`config.mk`:
```
export PLATFORM = sky130hd
export DESIGN_NAME = hidden_cfg_window
export DESIGN_NICKNAME = d
export VERILOG_FILES = /design/src/rtl/hcw_pkg.sv /design/src/rtl/hcw_unlock.sv /design/src/rtl/hcw_bank.sv /design/src/rtl/hcw_outstage.sv /design/src/rtl/hidden_cfg_window.sv
export SDC_FILE = /design/constraint.sdc
export NUM_CORES = 1
export LEC_CHECK = 0
export BUFFER_PORTS_ARGS = -buffer_cell sky130_fd_sc_hd__buf_4
export CORE_ASPECT_RATIO = 0.6
export CORE_UTILIZATION = 30
export CTS_BUF_LIST = sky130_fd_sc_hd__clkbuf_16
export CTS_CLUSTER_SIZE = 12
export DETAILED_ROUTE_END_ITERATION = 12
export GPL_TIMING_DRIVEN = 0
export PLACE_DENSITY = 0.62
export SETUP_SLACK_MARGIN = 0.02
export SYNTH_ARGS = -nofsm -noshare
export SYNTH_HDL_FRONTEND = slang
export SYNTH_SLANG_ARGS = --single-unit
```
`constraint.sdc`:
```
create_clock -name clk -period 3.6 [get_ports clk]
set_input_delay 0.72 -clock clk [delete_from_list [all_inputs] [get_ports clk]]
set_output_delay 0.72 -clock clk [all_outputs]
set_load 0.005 [all_outputs]
```
`src/rtl/hcw_pkg.sv`:
```
package hcw_pkg;
  typedef enum logic [1:0] {SEQ_IDLE, SEQ_ONE, SEQ_TWO} seq_t;

  localparam int IDX_RDTIM = 0;
  localparam int IDX_WRTIM = 1;
  localparam int IDX_CTRL  = 3;
  localparam int IDX_STRAP = 5;
  localparam int IDX_MISC  = 6;

  localparam int OFS_ARM   = 1;
  localparam int OFS_KEY   = 2;

  localparam logic [7:0] KEY_OPEN  = 8'h03;
  localparam logic [7:0] KEY_CLOSE = 8'h83;
  localparam logic [7:0] KEY_BEN   = 8'hC0;
  localparam logic [7:0] KEY_SPLIT = 8'h85;
endpackage

```
`src/rtl/hcw_unlock.sv`:
```
module hcw_unlock
  import hcw_pkg::*;
#(
  parameter int ADDR_W = 3,
  parameter int REG_W  = 8
) (
  input  logic              clk,
  input  logic              rst,
  input  logic [ADDR_W-1:0] addr,
  input  logic              rd,
  input  logic              wr,
  input  logic              word,
  input  logic [REG_W-1:0]  wbyte,
  output logic              win_open,
  output seq_t              seq_q
);
  logic arm_hit, key_hit, close_hit;

  assign arm_hit   = rd && word && (addr == ADDR_W'(OFS_ARM));
  assign key_hit   = wr && !word && (addr == ADDR_W'(OFS_KEY)) && (wbyte == KEY_OPEN);
  assign close_hit = wr && !word && (addr == ADDR_W'(OFS_KEY)) && (wbyte == KEY_CLOSE);

  always_ff @(posedge clk) begin
    if (rst) begin
      seq_q    <= SEQ_IDLE;
      win_open <= 1'b0;
    end else if (win_open) begin
      seq_q <= SEQ_IDLE;
      if (close_hit) win_open <= 1'b0;
    end else if (rd || wr) begin
      if (arm_hit) begin
        seq_q <= (seq_q == SEQ_IDLE) ? SEQ_ONE : SEQ_TWO;
      end else if (key_hit && (seq_q == SEQ_TWO)) begin
        seq_q    <= SEQ_IDLE;
        win_open <= 1'b1;
      end else begin
        seq_q <= SEQ_IDLE;
      end
    end
  end
endmodule

```
`src/rtl/hcw_bank.sv`:
```
module hcw_bank
  import hcw_pkg::*;
#(
  parameter int          ADDR_W  = 3,
  parameter int          REG_W   = 8,
  parameter logic [7:0]  TIM_RST = 8'hFF
) (
  input  logic              clk,
  input  logic              rst,
  input  logic              strap_pin,
  input  logic              win_open,
  input  logic [ADDR_W-1:0] addr,
  input  logic              wr,
  input  logic              word,
  input  logic [REG_W-1:0]  wbyte,
  output logic [REG_W-1:0]  rbyte,
  output logic [REG_W-1:0]  a_rd,
  output logic [REG_W-1:0]  a_wr,
  output logic [REG_W-1:0]  b_rd,
  output logic [REG_W-1:0]  b_wr,
  output logic [REG_W-1:0]  ctrl_q,
  output logic [REG_W-1:0]  misc_q,
  output logic [REG_W-1:0]  strap_q,
  output logic              b_en_q
);
  localparam int NSETS = 2;

  logic hw, sel;
  assign hw  = win_open && wr && !word;
  assign sel = misc_q[0];

  for (genvar s = 0; s < NSETS; s++) begin : g_set
    logic [REG_W-1:0] rd_q, wr_q;
    logic             wen;
    assign wen = hw && (sel == 1'(s)) && ((s == 0) || b_en_q);
    always_ff @(posedge clk) begin
      if (rst) begin
        rd_q <= REG_W'(TIM_RST);
        wr_q <= REG_W'(TIM_RST);
      end else if (wen) begin
        if (addr == ADDR_W'(IDX_RDTIM)) rd_q <= wbyte;
        if (addr == ADDR_W'(IDX_WRTIM)) wr_q <= wbyte;
      end
    end
  end

  assign a_rd = g_set[0].rd_q;
  assign a_wr = g_set[0].wr_q;
  assign b_rd = g_set[1].rd_q;
  assign b_wr = g_set[1].wr_q;

  always_ff @(posedge clk) begin
    if (rst) begin
      ctrl_q  <= '0;
      misc_q  <= '0;
      b_en_q  <= 1'b0;
      strap_q <= REG_W'(strap_pin);
    end else begin
      if (hw && addr == ADDR_W'(IDX_CTRL)) ctrl_q <= wbyte;
      if (hw && addr == ADDR_W'(IDX_MISC)) misc_q <= wbyte;
      if (!win_open && wr && !word && addr == ADDR_W'(IDX_CTRL) && wbyte == KEY_BEN)
        b_en_q <= 1'b1;
    end
  end

  always_comb begin
    if (addr == ADDR_W'(IDX_RDTIM))      rbyte = sel ? b_rd : a_rd;
    else if (addr == ADDR_W'(IDX_WRTIM)) rbyte = sel ? b_wr : a_wr;
    else if (addr == ADDR_W'(IDX_CTRL))  rbyte = ctrl_q;
    else if (addr == ADDR_W'(IDX_STRAP)) rbyte = strap_q;
    else if (addr == ADDR_W'(IDX_MISC))  rbyte = misc_q;
    else                                 rbyte = '1;
  end
endmodule

```
`src/rtl/hcw_outstage.sv`:
```
module hcw_outstage
  import hcw_pkg::*;
#(
  parameter int         REG_W   = 8,
  parameter logic [7:0] TIM_RST = 8'hFF
) (
  input  logic             clk,
  input  logic             rst,
  input  logic [REG_W-1:0] a_rd,
  input  logic [REG_W-1:0] a_wr,
  input  logic [REG_W-1:0] b_rd,
  input  logic [REG_W-1:0] b_wr,
  input  logic [REG_W-1:0] ctrl_q,
  input  logic [REG_W-1:0] misc_q,
  output logic [REG_W-1:0] drv0_rd_tim,
  output logic [REG_W-1:0] drv0_wr_tim,
  output logic [REG_W-1:0] drv1_rd_tim,
  output logic [REG_W-1:0] drv1_wr_tim,
  output logic [REG_W-1:0] shared_cfg
);
  logic split;
  assign split = (ctrl_q == REG_W'(KEY_SPLIT));

  always_ff @(posedge clk) begin
    if (rst) begin
      drv0_rd_tim <= REG_W'(TIM_RST);
      drv0_wr_tim <= REG_W'(TIM_RST);
      drv1_rd_tim <= REG_W'(TIM_RST);
      drv1_wr_tim <= REG_W'(TIM_RST);
      shared_cfg  <= '0;
    end else begin
      drv0_rd_tim <= a_rd;
      drv0_wr_tim <= a_wr;
      drv1_rd_tim <= split ? b_rd : a_rd;
      drv1_wr_tim <= split ? b_wr : a_wr;
      shared_cfg  <= misc_q;
    end
  end
endmodule

```
`src/rtl/hidden_cfg_window.sv`:
```
module hidden_cfg_window
  import hcw_pkg::*;
#(
  parameter int         ADDR_W  = 3,
  parameter int         DATA_W  = 16,
  parameter int         REG_W   = 8,
  parameter logic [7:0] TIM_RST = 8'hFF
) (
  input  logic              clk,
  input  logic              rst,
  input  logic [ADDR_W-1:0] host_addr,
  input  logic              host_rd,
  input  logic              host_wr,
  input  logic              host_word,
  input  logic [DATA_W-1:0] host_wdata,
  output logic [DATA_W-1:0] host_rdata,
  output logic [ADDR_W-1:0] tf_addr,
  output logic              tf_rd,
  output logic              tf_wr,
  output logic              tf_word,
  output logic [DATA_W-1:0] tf_wdata,
  input  logic [DATA_W-1:0] tf_rdata,
  input  logic              strap_pin,
  output logic [REG_W-1:0]  drv0_rd_tim,
  output logic [REG_W-1:0]  drv0_wr_tim,
  output logic [REG_W-1:0]  drv1_rd_tim,
  output logic [REG_W-1:0]  drv1_wr_tim,
  output logic [REG_W-1:0]  shared_cfg
);
  localparam int PAD_W = DATA_W - REG_W;

  logic             win_open;
  seq_t             seq_q;
  logic [REG_W-1:0] wbyte, rbyte;
  logic [REG_W-1:0] a_rd, a_wr, b_rd, b_wr, ctrl_q, misc_q, strap_q;
  logic             b_en_q;

  assign wbyte = host_wdata[REG_W-1:0];

  hcw_unlock #(.ADDR_W(ADDR_W), .REG_W(REG_W)) u_unlock (
    .clk(clk), .rst(rst), .addr(host_addr), .rd(host_rd), .wr(host_wr),
    .word(host_word), .wbyte(wbyte), .win_open(win_open), .seq_q(seq_q)
  );

  hcw_bank #(.ADDR_W(ADDR_W), .REG_W(REG_W), .TIM_RST(TIM_RST)) u_bank (
    .clk(clk), .rst(rst), .strap_pin(strap_pin), .win_open(win_open),
    .addr(host_addr), .wr(host_wr), .word(host_word), .wbyte(wbyte),
    .rbyte(rbyte), .a_rd(a_rd), .a_wr(a_wr), .b_rd(b_rd), .b_wr(b_wr),
    .ctrl_q(ctrl_q), .misc_q(misc_q), .strap_q(strap_q), .b_en_q(b_en_q)
  );

  hcw_outstage #(.REG_W(REG_W), .TIM_RST(TIM_RST)) u_out (
    .clk(clk), .rst(rst), .a_rd(a_rd), .a_wr(a_wr), .b_rd(b_rd), .b_wr(b_wr),
    .ctrl_q(ctrl_q), .misc_q(misc_q),
    .drv0_rd_tim(drv0_rd_tim), .drv0_wr_tim(drv0_wr_tim),
    .drv1_rd_tim(drv1_rd_tim), .drv1_wr_tim(drv1_wr_tim),
    .shared_cfg(shared_cfg)
  );

  assign tf_addr    = host_addr;
  assign tf_word    = host_word;
  assign tf_wdata   = host_wdata;
  assign tf_rd      = host_rd && !win_open;
  assign tf_wr      = host_wr && !win_open;
  assign host_rdata = win_open ? {{PAD_W{1'b0}}, rbyte} : tf_rdata;
endmodule

```
==> summary.md <==
| Metric | Value |
|---|---|
| Hold Path Class | reg2reg |
| Initial Utilization | roughly 30% |
| Number of I/O port buffers | 108 |
| Post-route ant nets | 0 |
| Cell Pwr Density | 416 nW/um2 |
| Vias per inst | 5.13 |
| Share of cells above drive strength 1 | 35.7% |
| Multi-input gate area | 1810 um2 |
| Post-synth cell types | 47 |
| DR DRC count | 0 |
| Final Hold Fails | 0 |
| Final setup vio count | 0 |
| Htree depth | 3 |
| DP Worst Slack | 0.787 ns |
| Final setup skew | 0.00512 ns |
| Core Box Area | 12900 um2 |
| Die ar. | around 14000 um2 |
| Ys flop type | dfxtp_1 |
| Clock slew seen by the registers of the worst setup and hold paths | 0.07 ns |
| DR vias | 3643 |
| Max-cap violations | 0 |
| Startpoint class of the critical path | flip-flop |
| Peak VDD IR | 0.000225 V |
| Sequential area share after synthesis | 46.8% |
| Total negative slack | 0 ns |
| Mean Syn Cell Area | 9.61 um2 |
| Final Wtd Congestion | 0.868 |
| Largest net degree at the start of global routing | 17 |
| CP Max Fanout | 10 |
| Post-synth ARST share | 0% |
| Clock Latency Late Sink | 0.34 ns |
| Worst slew pin tran | 0.706 ns |
| Cell row count | 32 |
| Fillers | 1271 |
| Ports | 119 |
| Clock Path Buffers | 2 |
| Number of global-route vias before repair | 3503 |
| Clock Sinks | 93 |
| Yosys reg bits | 93 |
| Antenna violations before repair | 0 |
| Post-Route WL | about 13 mm |
| Count leader, synth | dfxtp_1 |
| Minimum clock period | 3.09 ns |
| Drt wl/cell | 17.7 um |
| Cell taking the most area after synthesis | dfxtp_1 |
| Area grow syn2layout | 33.7% |
| Antenna Cells | 0 |
| Die Wd | 151 um |
| Slew Limit Headroom | 52.8% |
| Post-CTS setup buffer count | 0 |
| Status | finished clean |
| Drt initial violations | 296 |
| Synth top area share | a little under half |
| Synth warnings | 0 |
| Largest cells by area after synthesis | dfxtp_1 (46%), mux2i_1 (7.8%), buf_4 (4.3%) |
| Post-synthesis cell count | 416 |
| Cts bufs inserted | 9 |
| Overflow after GRT | 0 |
| TritonRoute pass-1 iters | 5 |
| Hold depth | 1 |
| Register Area | 1870 um2 |
| Placed cells | 694 |
| Syn nets | roughly 460 |
| Post-Synthesis Cell Area | 4000 um2 |
| Chip height | 91.4 um |
| Setup WS post-layout | between 0.5 and 0.6 ns |
| R2r worst-path depth | 4 |
| # hold bufs at CTS | 0 |
| Post-synth EDFFs | 1 |
| Placed Area | 5020 um2 |
| Top cells by count, synth | dfxtp_1 (92), nor2_1 (45), a21oi_1 (33), mux2i_1 (31), buf_4 (23) |
| Max-slew violations | 0 |
| RSZ-0062 raised after global routing | false |
| Achievable Freq | 0.324 GHz |
| WP data required | between 2 and 3 ns |
| Nets | 576 |
| Tot GR Track Use | 18.7% |
| Final Cycle Share | roughly 86% |
| Final instance area | 5340 um2 |
| Post-DP HPWL | 9.58 mm |
| Leak pwr | 0.00209 uW |
| Post-route insts no fill | 710 |
| Worst EP arrival | between 2 and 2.5 ns |
| First-pass GRT wire length | 19.0 mm |
| Clk root buf | clkbuf_16 |
| Post-CTS sizing | 0 |
| TritonCTS clock tree | built |
| Critical path type | reg2out |
| Critical Path End Type | primary output |
==> worst paths after layout <==
path / endpoint / start / slack (ns)
setup reg to reg: u_out.drv1_wr_tim[3] / u_bank.ctrl_q[4] / 1.60
hold / removal: u_out.shared_cfg[5] / u_bank.misc_q[5] / 0.49
hold reg to reg: u_out.shared_cfg[5] / u_bank.misc_q[5] / 0.49
setup / recovery: host_rdata[4] / u_unlock.win_open / 0.51
==> power breakdown <==
part / internal [uW] / leakage [uW] / total (uW) / switching, uW
clock network: 611 / 0.000150 / 1020 / 408
registers: 1030 / 0.000753 / 1030 / 0.557
logic: 81.8 / 0.00119 / 172 / 90.3
==> flip-flops by register name, indices dropped and copies added, names as in the netlist <==
register	cells
u_bank.strap_q	1
u_out.drv1_rd_tim	8
u_bank.b_rd	8
u_unlock.seq_q	2
u_bank.b_wr	8
u_out.drv0_rd_tim	8
u_out.drv0_wr_tim	8
u_out.shared_cfg	8
u_bank.a_wr	8
u_bank.a_rd	8
u_unlock.win_open	1
u_bank.misc_q	8
u_bank.ctrl_q	8
u_bank.b_en_q	1
u_out.drv1_wr_tim	8
==> routing by layer <==
layer  vias up  GRT usage [%]  wire [um]
li1       1695              -          -
met1      1750           26.6       5900
met2       186           27.1       5350
met3        12           5.98       1230
met4         0           3.83        120
met5         -              0          0
==> metrics by stage <==
step | util, % | power [uW] | hold slack (ns)
final | 41.3 | 2220 | 0.486
after detailed placement | 38.8 | 1230 | 0.466
after CTS | 41.3 | 2240 | 0.485
after global placement | 38.8 | 1220 | 0.473
after floorplan | - | 1130 | 0.438
after global routing | 41.3 | 2300 | 0.507
==> layout make-up <==
class                   count  area share [%]
well taps                 170            3.98
clock buffers               9            4.22
multi-input cells         274            33.9
repair buffers            108            15.2
inverters                   3           0.211
clock inverters             7            1.80
plain buffers              46            5.69
flip-flops and latches     93            35.0
==> cells by family after synthesis <==
family | share of synthesized area [%]
mux | 8.05
flops | 46.8
simple gates | 22.7
buf+inv | 7.89
compound gates | 14.5
==> layout by cell type, fill, tap and decap left out, types with 13 or more instances in the layout <==
| cell type | netlist | layout |
|---|---|---|
| clkbuf_1 | 13 | 13 |
| dfxtp_1 | 92 | 92 |
| o211ai_1 | 14 | 14 |
| or2_2 | 16 | 16 |
| buf_4 | 23 | 131 |
| nor2_1 | 45 | 45 |
| nor2b_1 | 18 | 18 |
| and3_1 | 16 | 16 |
| mux2i_1 | 31 | 31 |
| nor3_1 | 18 | 18 |
| a21oi_1 | 33 | 33 |
==> worst max-delay path, cell delays in order (launching register included) <==
cell	delay, ns
dfxtp_1	0.37
clkbuf_1	0.37
clkbuf_1	0.38
o21ai_0	0.34
a31oi_1	0.38
buf_4	0.18
Power figures use the tool's default switching activity.
